<file path="src/rtl/pch_pkg.sv">
package pch_pkg;
  localparam int DW        = 32;
  localparam int AW        = 10;
  localparam int HDR_WORDS = 64;
  localparam int HDR_IW    = $clog2(HDR_WORDS);
  localparam int IO_SHIFT  = 18;

  localparam logic [AW-1:0] OFS_CADDR  = 10'h1C0;
  localparam logic [AW-1:0] OFS_MBASE  = 10'h1C4;
  localparam logic [AW-1:0] OFS_IOBASE = 10'h1C8;
  localparam logic [AW-1:0] OFS_CDATA  = 10'h220;

  localparam logic [DW-1:0] MBASE_MASK  = 32'hFF00_0001;
  localparam logic [DW-1:0] IOBASE_MASK = 32'hFFFC_0001;
  localparam logic [DW-1:0] IOBASE_RST  = 32'hFE24_0000;
  localparam logic [DW-1:0] HDR_W1_RST  = 32'h0290_0080;
  localparam logic [DW-1:0] IO_WIN_SIZE = 32'h0004_0000;

  typedef enum logic [1:0] {SZ_BYTE = 2'd0, SZ_HALF = 2'd1, SZ_WORD = 2'd2} acc_size_e;
  typedef enum logic {ST_IDLE = 1'b0, ST_WAIT = 1'b1} fsm_e;
endpackage

</file>
<file path="src/rtl/pch_hdr_store.sv">
module pch_hdr_store
  import pch_pkg::*;
(
  input  logic              clk,
  input  logic              rst_n,
  input  logic              wr_en,
  input  logic [HDR_IW-1:0] wr_idx,
  input  logic [DW-1:0]     wr_data,
  input  logic [HDR_IW-1:0] rd_idx,
  output logic [DW-1:0]     rd_data
);
  logic [DW-1:0] word_q [HDR_WORDS];

  always_ff @(posedge clk or negedge rst_n) begin
    if (!rst_n) begin
      for (int w = 0; w < HDR_WORDS; w++) begin
        word_q[w] <= (w == 1) ? HDR_W1_RST : '0;
      end
    end else if (wr_en) begin
      word_q[wr_idx] <= wr_data;
    end
  end

  assign rd_data = word_q[rd_idx];
endmodule

</file>
<file path="src/rtl/pch_base_regs.sv">
module pch_base_regs
  import pch_pkg::*;
(
  input  logic          clk,
  input  logic          rst_n,
  input  logic          caddr_we,
  input  logic          mbase_we,
  input  logic          iobase_we,
  input  logic [DW-1:0] wdata,
  input  logic [DW-1:0] probe_addr,
  output logic [DW-1:0] caddr_q,
  output logic [DW-1:0] mbase_q,
  output logic [DW-1:0] iobase_q,
  output logic          io_remap,
  output logic          io_hit
);
  logic          io_move;
  logic [DW-1:0] io_start;

  // next-state: a base write counts only if the window really moves
  always_comb begin
    io_move  = iobase_we && (wdata[DW-1:IO_SHIFT] != iobase_q[DW-1:IO_SHIFT]);
    io_start = {iobase_q[DW-1:IO_SHIFT], {IO_SHIFT{1'b0}}};
  end

  always_ff @(posedge clk or negedge rst_n) begin
    if (!rst_n) begin
      caddr_q  <= '0;
      mbase_q  <= '0;
      iobase_q <= IOBASE_RST;
      io_remap <= 1'b0;
    end else begin
      if (caddr_we) caddr_q  <= wdata;
      if (mbase_we) mbase_q  <= wdata & MBASE_MASK;
      if (io_move)  iobase_q <= wdata & IOBASE_MASK;
      io_remap <= io_move;
    end
  end

  // unsigned offset test covers both window ends in one compare
  assign io_hit = (probe_addr - io_start) < IO_WIN_SIZE;
endmodule

</file>
<file path="src/rtl/pch_irq_route.sv">
module pch_irq_route #(
  parameter int NSLOT = 8,
  parameter int NLINE = 4
) (
  input  logic [NSLOT-1:0] dev_irq,
  output logic [NLINE-1:0] irq_line
);
  for (genvar l = 0; l < NLINE; l++) begin : g_line
    logic [NSLOT-1:0] hit;
    for (genvar s = 0; s < NSLOT; s++) begin : g_slot
      assign hit[s] = ((s % NLINE) == l) ? dev_irq[s] : 1'b0;
    end
    assign irq_line[l] = |hit;
  end
endmodule

</file>
<file path="src/rtl/pci_host_ctl.sv">
module pci_host_ctl
  import pch_pkg::*;
#(
  parameter int NSLOT = 8,
  parameter int NLINE = 4
) (
  input  logic                clk,
  input  logic                rst_n,
  input  logic                cpu_req,
  input  logic                cpu_we,
  input  logic [AW-1:0]       cpu_addr,
  input  logic [1:0]          cpu_size,
  input  logic [DW-1:0]       cpu_wdata,
  output logic [DW-1:0]       cpu_rdata,
  output logic                cpu_rdy,
  output logic                cpu_err,
  output logic                cfg_req,
  output logic                cfg_we,
  output logic [DW-1:0]       cfg_addr,
  output logic [DW-1:0]       cfg_wdata,
  input  logic                cfg_ack,
  input  logic [DW-1:0]       cfg_rdata,
  input  logic [DW-1:0]       io_probe_addr,
  output logic                io_hit,
  output logic                io_remap,
  input  logic [NSLOT-1:0]    dev_irq,
  output logic [NLINE-1:0]    irq_line
);
  // reset: asserted at once, released on the clock
  logic [1:0] rst_sync_q;
  logic       rst_in_n;

  always_ff @(posedge clk or negedge rst_n) begin
    if (!rst_n) rst_sync_q <= 2'b00;
    else        rst_sync_q <= {rst_sync_q[0], 1'b1};
  end
  assign rst_in_n = rst_sync_q[1];

  fsm_e          st_q, st_d;
  logic          fmt_ok, acc_go, acc_bad;
  logic          sel_hdr, sel_caddr, sel_mbase, sel_iob, sel_cdata;
  logic [DW-1:0] hdr_rd, caddr_q, mbase_q, iobase_q, loc_rdata;
  logic          launch, req_d, rdy_d, err_d;
  logic [DW-1:0] rdata_d;

  always_comb begin
    fmt_ok    = (cpu_size == SZ_WORD) && (cpu_addr[1:0] == 2'b00);
    acc_go    = cpu_req && (st_q == ST_IDLE) && fmt_ok;
    acc_bad   = cpu_req && (st_q == ST_IDLE) && !fmt_ok;
    sel_hdr   = (cpu_addr[AW-1:8] == '0);
    sel_caddr = (cpu_addr == OFS_CADDR);
    sel_mbase = (cpu_addr == OFS_MBASE);
    sel_iob   = (cpu_addr == OFS_IOBASE);
    sel_cdata = (cpu_addr == OFS_CDATA);
  end

  pch_hdr_store u_hdr (
    .clk     (clk),
    .rst_n   (rst_in_n),
    .wr_en   (acc_go && cpu_we && sel_hdr),
    .wr_idx  (cpu_addr[HDR_IW+1:2]),
    .wr_data (cpu_wdata),
    .rd_idx  (cpu_addr[HDR_IW+1:2]),
    .rd_data (hdr_rd)
  );

  pch_base_regs u_base (
    .clk        (clk),
    .rst_n      (rst_in_n),
    .caddr_we   (acc_go && cpu_we && sel_caddr),
    .mbase_we   (acc_go && cpu_we && sel_mbase),
    .iobase_we  (acc_go && cpu_we && sel_iob),
    .wdata      (cpu_wdata),
    .probe_addr (io_probe_addr),
    .caddr_q    (caddr_q),
    .mbase_q    (mbase_q),
    .iobase_q   (iobase_q),
    .io_remap   (io_remap),
    .io_hit     (io_hit)
  );

  pch_irq_route #(.NSLOT(NSLOT), .NLINE(NLINE)) u_irq (
    .dev_irq  (dev_irq),
    .irq_line (irq_line)
  );

  always_comb begin
    loc_rdata = '0;
    if (sel_hdr)   loc_rdata = hdr_rd;
    if (sel_caddr) loc_rdata = caddr_q;
    if (sel_mbase) loc_rdata = mbase_q;
    if (sel_iob)   loc_rdata = iobase_q;
  end

  // next-state and response
  always_comb begin
    st_d    = st_q;
    req_d   = cfg_req;
    rdy_d   = 1'b0;
    err_d   = 1'b0;
    rdata_d = cpu_rdata;
    launch  = 1'b0;
    unique case (st_q)
      ST_IDLE: begin
        if (acc_go && sel_cdata) begin
          st_d   = ST_WAIT;
          req_d  = 1'b1;
          launch = 1'b1;
        end else if (acc_go) begin
          rdy_d   = 1'b1;
          rdata_d = cpu_we ? '0 : loc_rdata;
        end else if (acc_bad) begin
          rdy_d   = 1'b1;
          err_d   = 1'b1;
          rdata_d = '0;
        end
      end
      ST_WAIT: begin
        if (cfg_ack) begin
          st_d    = ST_IDLE;
          req_d   = 1'b0;
          rdy_d   = 1'b1;
          rdata_d = cfg_we ? '0 : cfg_rdata;
        end
      end
      default: st_d = ST_IDLE;
    endcase
  end

  always_ff @(posedge clk or negedge rst_in_n) begin
    if (!rst_in_n) begin
      st_q      <= ST_IDLE;
      cfg_req   <= 1'b0;
      cfg_we    <= 1'b0;
      cfg_addr  <= '0;
      cfg_wdata <= '0;
      cpu_rdy   <= 1'b0;
      cpu_err   <= 1'b0;
      cpu_rdata <= '0;
    end else begin
      st_q      <= st_d;
      cfg_req   <= req_d;
      cpu_rdy   <= rdy_d;
      cpu_err   <= err_d;
      cpu_rdata <= rdata_d;
      if (launch) begin
        cfg_we    <= cpu_we;
        cfg_addr  <= caddr_q;
        cfg_wdata <= cpu_wdata;
      end
    end
  end
endmodule

</file>
<file path="config.mk">
export PLATFORM = sky130hd
export DESIGN_NAME = pci_host_ctl
export DESIGN_NICKNAME = d
export VERILOG_FILES = /design/src/rtl/pch_pkg.sv /design/src/rtl/pch_hdr_store.sv /design/src/rtl/pch_base_regs.sv /design/src/rtl/pch_irq_route.sv /design/src/rtl/pci_host_ctl.sv
export SDC_FILE = /design/constraint.sdc
export NUM_CORES = 2
export LEC_CHECK = 0
export ABC_AREA = 0
export CAP_MARGIN = 0
export CORE_ASPECT_RATIO = 0.6
export CORE_MARGIN = 4
export CORE_UTILIZATION = 55
export CTS_CLUSTER_DIAMETER = 200
export DETAILED_ROUTE_END_ITERATION = 8
export DONT_BUFFER_PORTS = 1
export PLACE_DENSITY = 0.72
export SYNTH_ARGS = -nofsm -noshare
export SYNTH_HDL_FRONTEND = slang
export SYNTH_SLANG_ARGS = --single-unit
</file>
<file path="constraint.sdc">
create_clock -name clk -period 77 [get_ports clk]
set_input_delay 11.55 -clock clk [delete_from_list [all_inputs] [get_ports clk]]
set_output_delay 11.55 -clock clk [all_outputs]
set_load 0.005 [all_outputs]
</file>
==> summary.txt <==
status: finished with violations
failing checks: capacitance limit, slew limit
combinational share of power: 3.5%
Reg2Reg Launch Point: rst_sync_q[1]
Vias per Instance: 6.82
ANT nets after route: 0
CP Capture Type: primary output
Worst-Margin Slew: 1.60 ns
Period minus WS final: 25.89 ns
RSZ-0062 raised after global routing: false
vias in the first global route: 62.0k
die height: 340 µm
Ports: 227
setup TNS: 0 ns
post-synthesis average cell area: 15.2 µm²
Routability Congestion: 0.921
CP required: 65.45 ns
Synth cell types: 81
CTS max path bufs: 4
depth of the CTS H-tree: 4
Critical R2R Capture: u_hdr.word_q[1237]
post-synthesis sequential area ratio: 54.7%
grt ovf: 0
max frequency: 0.0386 GHz
startpoint types: input pin
Final Skew: 0.0590 ns
drt first pass iters: 9
Seq pwr share: 50.7%
synthesized area: 0.101 mm²
Synth Warn #: 0
count of input and output buffers: 0
R2R setup slack: 71.37 ns
Crit Path Max Fanout: 4
Post-synth EDFFs: 0
ys async rst share: 100%
Rel. slew slack: -6.34%
first-pass GRT wire length: 454 mm
sw frac: 22.4%
CTS Hold Buffers Added: 0
Hold EP: rst_sync_q[1]
fraction of layout cells with a size suffix above 1: 49.1%
Power Density: 21.0 mW/mm²
post-CTS setup buffers: 0
Floorplan Core Area: 0.182 mm²
hold depth: 0
cells along the critical path: inv_1, ha_1, inv_1, fa_1, a21oi_1, o21ai_0, a21oi_1, a21oi_1, o311ai_0, nand4_1, a2111oi_0
final wirelength: 312 mm
slowest stage cell, crit path: a2111oi_0
TritonCTS Buffers: 210
peak supply drop: 0.0000200 V
critical path class: in -> out
setup violators final: 0
Max Slew Vio Count: 114
die area: 0.191 mm²
Static Leak: 0.0522 µW
initial antenna violation count: 25
post-layout net count: 6493
largest net degree at the start of global routing: 596
Syn-to-layout area delta: 8.23%
post-cts resize count: 0
CTS clk-pin slew, worst paths: 0.06 ns
Rows: 121
Syn Nets: 6776
GRT Total Usage: 32.7%
Internal Power: 1790 µW
Min-Delay Startpoint: rst_sync_q[0]
CP peak stage delay: 0.90 ns
Crit path arrival time: 14.34 ns
Tcrit/Tclk final: 33.6%
clock latency on the worst-skew pair: 0.88 ns
CTS tree: yes
#FFs+latches synth: 2208
max_cap viols: 1
Post-Synthesis Cells: 6641
initial core utilization: 55.5%
Die Width: 561 µm
top_reg_cell synth: dfrtp_1
clock power share: 45.8%
R2R depth: 5
final core utilization: 60.1%
Worst Hold Class: reg -> reg
DRC: 0
net switching power: 515 µW
Num Clock Sinks: 2208
routed via count: 61.3k
drt initial violations: 7648
CP most frequent cell: a21oi_1
final hold vios: 0
drt wl/cell: 34.8 µm
CTS Root Cell: clkbuf_16
detailed-placement wirelength estimate: 187 mm
[area by class of cell]
type / instances / area, µm²
Clock inverter: 63 / 787
Clock buffer: 306 / 6040
Fill cell: 13655 / 72600
Timing Repair Buffer: 143 / 1230
Sequential cell: 2208 / 55300
Antenna cell: 12 / 30.0
Inverter: 22 / 82.6
Tap cell: 2460 / 3080
Multi-Input combinational cell: 3773 / 42800
[logic make-up (layout without fill, tap and decap cells)]
kind of cell,count (synthesis),in the layout,synth area share [%]
muxes,2772,2772,35.8
DFF,2208,2208,54.7
buffers and inverters,660,534,3.44
AOI/OAI and AO/OA,485,485,3.34
and+or+nand+nor,482,482,2.33
xor gates and xnor gates,19,19,0.165
adders and majority gates,14,14,0.181
other,1,13,0.00371
[layout by cell type, fill, tap and decap left out, types with 17 or more instances in the layout]
cell,instances
a21oi_1,115
nor2_1,65
a22o_1,18
mux2i_1,135
nor2_4,67
clkbuf_1,57
clkbuf_8,36
a221oi_1,30
nand4_1,26
dfrtp_1,2194
nor2b_1,20
o21ai_0,39
o22ai_1,32
a22oi_1,146
bufinv_16,17
clkinv_2,36
nand3_1,50
buf_4,133
mux2_2,2152
a211oi_1,22
nand2_1,134
mux2_1,20
inv_1,20
clkbuf_16,213
mux4_2,456
[flip-flops by register name (all words and copies together) (netlist names), 2 cells and up]
name	cells
u_base.iobase_q	15
rst_sync_q	2
cpu_rdata	32
cfg_addr	32
u_base.mbase_q	9
u_base.caddr_q	32
u_hdr.word_q	2048
cfg_wdata	32
[metrics by stage]
stage	hold WS (ns)	instance area (µm²)	cells	worst slack, ns	power, µW
floorplan	0.331	101000	6641	10.92	1260
global placement	0.339	102000	8602	51.08	1260
detailed placement	0.342	102000	8602	51.16	1260
CTS	0.357	109000	8971	51.15	2300
global route	0.357	109000	8978	50.89	2370
finish	0.352	109000	8987	51.11	2300
[synth_stat cells, types with 8 or more instances]
cell         n  area (µm²)
mux2_4       9         135
nor2_2       9        56.3
nand3_1     50         250
a22o_1      18         158
inv_1       21        78.8
a21oi_1    115         576
buf_2      128         641
nor4_1      10        62.6
nand4_1     26         163
ha_1        13         163
buf_6       29         327
or2_2        9        56.3
nand2b_1    13        81.3
a31oi_1     10        62.6
a221oi_1    30         263
and2_1      10        62.6
o22ai_1     32         200
mux4_2     456       10300
nand2_1    135         507
clkbuf_1   305        1140
dfstp_2     13         342
buf_1       15        56.3
mux2_1      20         225
xnor2_1     12         105
nor2_1     133         499
nor2b_1     24         150
o211ai_1    10        75.1
a22oi_1    146        1100
mux2i_1    135        1350
a211oi_1    22         165
mux2_2    2152       24200
buf_4      160        1200
and3_1      12        75.1
a221o_1      8        80.1
dfrtp_1   2195       54900
o21ai_0     39         195
nor3_1      16        80.1
[power groups by stage]
| stage | Combinational, µW | Sequential [µW] | Clock [µW] |
|---|---|---|---|
| detailed placement | 68.9 | 1190 | 0 |
| floorplan | 54.3 | 1210 | 0 |
| CTS | 69.0 | 1170 | 1060 |
| finish | 79.9 | 1170 | 1050 |
| global placement | 68.0 | 1190 | 0 |
| global route | 86.0 | 1170 | 1110 |
[critical path, delay by kind of cell]
kind,cells,cell delay (ns)
fa+ha+maj,2,0.61
buf+inv,2,0.09
compound gates,6,1.89
simple gates,1,0.21
[routing by layer]
metal	global-route usage, %	wire length (µm)	part of all wire (%)
met1	47.9	132000	42
met2	44.2	128000	41
met3	13.4	40500	13
met4	10.5	11800	3.8
met5	0.200	52	0.017
[worst max-delay path by stage]
stage / from / to / slack (ns) / depth (start not counted)
4_1_cts: io_probe_addr[18] / io_hit / 51.15 / 11
3_5_place_dp: io_probe_addr[18] / io_hit / 51.16 / 11
6_report: io_probe_addr[18] / io_hit / 51.11 / 11
3_3_place_gp: io_probe_addr[18] / io_hit / 51.08 / 11
2_1_floorplan: rst_sync_q[1] / cfg_addr[0] / 10.92 / 0
5_1_grt: io_probe_addr[18] / io_hit / 50.89 / 11
No activity file was read; power rests on OpenSTA's default activity.
